**src/rtl/irq_pkg.sv**
```systemverilog
package irq_pkg;
    localparam int unsigned DATA_W  = 32;
    localparam int unsigned N_FLAG  = 3;
    localparam int unsigned RX_POS  = 10;
    localparam int unsigned TX_POS  = 9;
    localparam int unsigned ID_POS  = 8;
    localparam int unsigned SUM_POS = 7;
    // flag vector order: [2]=receive, [1]=transmit, [0]=init-done
    localparam int unsigned F_RX = 2;
    localparam int unsigned F_TX = 1;
    localparam int unsigned F_ID = 0;

    typedef struct packed {
        logic [N_FLAG-1:0] flag;
    } bank_st_t;

    typedef struct packed {
        logic irq;
    } sum_st_t;
endpackage

```
**src/rtl/irq_flag_bank.sv**
```systemverilog
module irq_flag_bank
    import irq_pkg::*;
(
    input  logic              clk,
    input  logic              rst_n,
    input  logic [N_FLAG-1:0] set_i,
    input  logic [N_FLAG-1:0] clr_i,
    input  logic              wipe_i,
    output logic [N_FLAG-1:0] flag_o
);
    bank_st_t st_d, st_q;

    always_comb begin
        st_d = st_q;
        for (int i = 0; i < N_FLAG; i++) begin
            // priority: wipe, then event, then host clear
            if (wipe_i)        st_d.flag[i] = 1'b0;
            else if (set_i[i]) st_d.flag[i] = 1'b1;
            else if (clr_i[i]) st_d.flag[i] = 1'b0;
        end
    end

    always_ff @(posedge clk or negedge rst_n) begin
        if (!rst_n) st_q <= '0;
        else        st_q <= st_d;
    end

    assign flag_o = st_q.flag;
endmodule

```
**src/rtl/irq_summary.sv**
```systemverilog
module irq_summary
    import irq_pkg::*;
#(
    parameter int unsigned N_EXT  = 4,
    parameter int unsigned N_CRIT = 2
) (
    input  logic              clk,
    input  logic              rst_n,
    input  logic [N_FLAG-1:0] flag_i,
    input  logic [N_FLAG-1:0] mask_i,
    input  logic [N_EXT-1:0]  ext_cause_i,
    input  logic [N_EXT-1:0]  ext_en_i,
    input  logic [N_CRIT-1:0] crit_cause_i,
    input  logic [N_CRIT-1:0] crit_en_i,
    input  logic              glob_en_i,
    output logic              summary_o,
    output logic              irq_o
);
    sum_st_t st_d, st_q;
    logic    crit_any;
    logic    flag_any;
    logic    ext_any;

    always_comb begin
        flag_any  = |(flag_i & ~mask_i);
        ext_any   = |(ext_cause_i & ext_en_i);
        crit_any  = |(crit_cause_i & crit_en_i);
        summary_o = flag_any | ext_any | crit_any;
        st_d.irq  = (summary_o & glob_en_i) | crit_any;
    end

    always_ff @(posedge clk or negedge rst_n) begin
        if (!rst_n) st_q <= '0;
        else        st_q <= st_d;
    end

    assign irq_o = st_q.irq;
endmodule

```
**src/rtl/irq_cause_reg.sv**
```systemverilog
module irq_cause_reg
    import irq_pkg::*;
#(
    parameter int unsigned N_EXT  = 4,
    parameter int unsigned N_CRIT = 2
) (
    input  logic              clk,
    input  logic              rst_n,
    input  logic              soft_rst,
    input  logic              stop_set,
    input  logic              reg_sel,
    input  logic              wr_en,
    input  logic [DATA_W-1:0] wr_data,
    output logic [DATA_W-1:0] rd_data,
    input  logic              ev_rx_last,
    input  logic              ev_rx_first,
    input  logic              lookahead_en,
    input  logic              ev_tx_done,
    input  logic              ev_init_done,
    input  logic [N_FLAG-1:0] irq_mask,
    input  logic [N_EXT-1:0]  ext_cause,
    input  logic [N_EXT-1:0]  ext_en,
    input  logic [N_CRIT-1:0] crit_cause,
    input  logic [N_CRIT-1:0] crit_en,
    input  logic              glob_en,
    output logic              irq_o
);
    logic [N_FLAG-1:0] set_v;
    logic [N_FLAG-1:0] clr_v;
    logic [N_FLAG-1:0] flags_q;
    logic              wipe;
    logic              host_wr;
    logic              summary;

    always_comb begin
        host_wr     = reg_sel & wr_en;
        wipe        = soft_rst | stop_set;
        set_v[F_RX] = ev_rx_last | (ev_rx_first & lookahead_en);
        set_v[F_TX] = ev_tx_done;
        set_v[F_ID] = ev_init_done;
        clr_v[F_RX] = host_wr & wr_data[RX_POS];
        clr_v[F_TX] = host_wr & wr_data[TX_POS];
        clr_v[F_ID] = host_wr & wr_data[ID_POS];
    end

    irq_flag_bank u_bank (
        .clk    (clk),
        .rst_n  (rst_n),
        .set_i  (set_v),
        .clr_i  (clr_v),
        .wipe_i (wipe),
        .flag_o (flags_q)
    );

    irq_summary #(.N_EXT(N_EXT), .N_CRIT(N_CRIT)) u_sum (
        .clk          (clk),
        .rst_n        (rst_n),
        .flag_i       (flags_q),
        .mask_i       (irq_mask),
        .ext_cause_i  (ext_cause),
        .ext_en_i     (ext_en),
        .crit_cause_i (crit_cause),
        .crit_en_i    (crit_en),
        .glob_en_i    (glob_en),
        .summary_o    (summary),
        .irq_o        (irq_o)
    );

    always_comb begin
        rd_data = '0;
        if (reg_sel) begin
            rd_data[RX_POS]  = flags_q[F_RX];
            rd_data[TX_POS]  = flags_q[F_TX];
            rd_data[ID_POS]  = flags_q[F_ID];
            rd_data[SUM_POS] = summary;
        end
    end
endmodule

```
**config.mk**
```make
export PLATFORM = sky130hd
export DESIGN_NAME = irq_cause_reg
export DESIGN_NICKNAME = d
export VERILOG_FILES = /design/src/rtl/irq_pkg.sv /design/src/rtl/irq_flag_bank.sv /design/src/rtl/irq_summary.sv /design/src/rtl/irq_cause_reg.sv
export SDC_FILE = /design/constraint.sdc
export NUM_CORES = 1
export LEC_CHECK = 0
export BUFFER_PORTS_ARGS = -buffer_cell sky130_fd_sc_hd__buf_2
export CORE_UTILIZATION = 25
export DETAILED_ROUTE_END_ITERATION = 10
export PLACE_DENSITY = 0.79
export SYNTH_ARGS = -nofsm -noshare
export SYNTH_HDL_FRONTEND = slang
export SYNTH_HIERARCHICAL = 1
export SYNTH_SLANG_ARGS = --single-unit
```
**constraint.sdc**
```tcl
create_clock -name clk -period 1.2 [get_ports clk]
set_input_delay 0.06 -clock clk [delete_from_list [all_inputs] [get_ports clk]]
set_output_delay 0.06 -clock clk [all_outputs]
set_load 0.1 [all_outputs]
```
==> reports/qor.csv <==
stage;metric;value;unit
outcome;status;finished with violations;
outcome;violated checks;setup timing;
clock_tree;CTS H-tree lvls;1;
worst_setup_path;Critical Path Fanout Max;2;
layout;multi-input logic area;250.2;um2
timing;Fmax achieved;608.4;MHz
yosys;Synth Area in Adders;0;
yosys;Unique masters post-synth;14;
timing;final slew viol count;0;
floorplan;Top Ports;92;
floorplan;Die Y;46.01;um
pwr;pwr/cell area;1268;mW/mm2
drt;DRT Pass-1 Iters;4;
clock_tree;clk slew on worst S/H paths;40;ps
yosys;YS warnings;6;
drt;Initial DRC Count;6;
floorplan;Initial Utilization;0.2745;
yosys;Seq/Total Area, Yosys;0.2067;
worst_setup_path;Crit Path Category;flip-flop to output port;
yosys;synthesized instance count;62;
timing;fin crit share;1.370;
timing;Fin. Hold Viols;0;
grt;first-pass GRT wire length;1.621;mm
yosys;XOR/XNOR Fraction of Synth Area;0;
grt;GRT Util Overall;0.1126;
drt;routed length per instance;8.372;um
floorplan;Die W;46.01;um
worst_setup_path;Worst EP required;1140;ps
yosys;Synth Area in Simple Gates;0.1731;
pwr;Overall Power;898.3;uW
clock_tree;CTS tree;yes;
pwr;Leak;0.4420;nW
floorplan;die area;0.002117;mm2
timing;# setup viols final;2;
worst_setup_path;Critical Path End Type;output port;
yosys;Compound-Gate Fraction of Synth Area;0.1240;
timing;unrepaired setup endpoints after global routing;true;
grt;vias in the first global route;435;
clock_tree;CTS max path bufs;2;
grt;gr ovfl total;0;
grt;pin count of the biggest net entering global routing;8;
layout;nets;165;
yosys;syn avg cell area;7.810;um2
layout;share of cells above drive strength 1;0.4423;
worst_setup_path;crit path launch type;flip-flop;
clock_tree;worst skew pair latency;230;ps
place;DP Area;653.1;um2
grt;initial antenna violation count;0;
layout;fin area;708.2;um2
timing;Fin Clk Skew;2.889;ps
drt;via/cell ratio;3.488;
layout;Layout Cells excl Fill;129;
yosys;Mapped Area;484.2;um2
place;IO buf count;34;
timing;min Tclk post-route;1644;ps
yosys;Area contributors post-synth;buf_4 (43%), dfrtp_1 (21%), and2_2 (6.2%);
clock_tree;Clock Sinks;4;
layout;fill cell count;189;
timing;final worst setup slack;-443.6;ps
drt;Remaining DRCs;0;
drt;via count;450;
yosys;cell taking the most area after synthesis;buf_4;
clock_tree;Inserted Clock Buffers;3;
pwr;maximum VDD drop;0.0004278;V
drt;antenna-violating nets left;0;
yosys;mux contribution to synthesized area;0;
place;Post-DP HPWL;993.7;um
yosys;Synth Register Bits;4;
layout;diode count;0;
layout;area delta synth->final;46.25;%
min_path;worst hold path type;input port to flip-flop;
drt;Post-Route WL;1.080;mm
place;GP Congestion;0.7616;
floorplan;Rows;15;
flow_run;reported max-cap violation count;0;
yosys;largest family of logic cells by synthesized area;buffers and inverters;
yosys;post-synth top area share;0.4341;
place;placed insts;124;
worst_setup_path;WP data arrival;1580;ps
place;worst slack, placed;-297.1;ps
layout;Reg area;100.1;um2
clock_tree;Clock Tree Root;clkbuf_4;
floorplan;core area;0.001764;mm2
-- report_power, final --
group          internal (mW)  switching, mW  leakage (nW)
logic                 0.0959          0.494         0.377
registers              0.144        0.00303        0.0509
clock network          0.112         0.0498        0.0138
total                  0.351          0.547         0.442
-- worst paths after layout --
check                                  from               end  slack (ps)  cells past startpoint
setup / recovery           u_bank/flag_o[2]        rd_data[7]        -440                      5
min in group asynchronous             rst_n  u_bank/flag_o[1]         170                      2
setup reg to reg           u_bank/flag_o[2]       u_sum/irq_o        -160                      5
max in group asynchronous             rst_n  u_bank/flag_o[2]         910                      2
hold reg to reg            u_bank/flag_o[2]  u_bank/flag_o[2]         660                      3
hold / removal                 ev_init_done  u_bank/flag_o[0]          60                      3
-- sequential cells by signal, indices dropped and copies added (netlist names) --
signal / cells
u_bank/flag_o: 3
u_sum/irq_o: 1
-- synthesized netlist by cell type --
cell	instances
buf_4	28
inv_1	7
and2_2	4
and3_1	4
dfrtp_1	4
a21oi_1	3
a22oi_1	3
nand2b_1	3
a21o_1	1
a222oi_1	1
conb_1	1
nand2_1	1
o21ai_1	1
or2_1	1
-- cell type report --
| cell class | instances | share of cell area |
|---|---|---|
| Timing Repair Buffer | 40 | 0.3922 |
| Tap cell | 25 | 0.04417 |
| Multi-Input combinational cell | 50 | 0.3534 |
| Clock buffer | 3 | 0.03180 |
| Inverter | 7 | 0.03710 |
| Sequential cell | 4 | 0.1413 |
-- cell usage in the layout, fill, tap and decap left out, drive strengths merged --
master,n
inv,7
clkbuf,3
a22oi,3
nand2b,3
conb,28
a21o,1
o21ai,1
a222oi,1
or2,1
and3,4
nand2,1
dfrtp,4
and2,4
buf,39
dlygate4sd3,1
a21oi,3
-- kinds of logic after synthesis --
kind of cell,after synthesis
buffers and inverters,35
AND/OR/NAND/NOR,13
AO/OA/AOI/OAI,9
flip-flops,4
other,1
-- through the flow --
stage	TNS, ps	hold WS (ps)	utilization
finish	-606.7	58.08	0.4014
global placement	-170.0	-134.8	0.3702
CTS	-613.2	48.03	0.4014
detailed placement	-346.3	-130.6	0.3702
floorplan	0	-235.6	-
global route	-847.7	59.00	0.4014
-- worst max-delay path, stage by stage, from the launching register on --
cell	delay (ps)
dfrtp_1	360
a222oi_1	370
and3_1	250
nand2_1	60
and2_4	150
buf_12	160
-- routing by layer --
| metal | wire [um] | track usage | part of all wire |
|---|---|---|---|
| met1 | 352 | 0.09479 | 0.33 |
| met2 | 586 | 0.2028 | 0.54 |
| met3 | 110 | 0.03571 | 0.10 |
| met4 | 31 | 0.1059 | 0.029 |
| met5 | 0 | 0 | 0 |
-- timing repair --
item / 4_1_cts / 5_1_grt
pin swaps: 2 / 2
gates resized for setup: 4 / 0
hold buffers: 1 / 0
setup endpoints to repair: 2 / 4
hold endpoints to repair: 4 / 0
setup buffers: 1 / 0
Power figures use the tool's default switching activity.
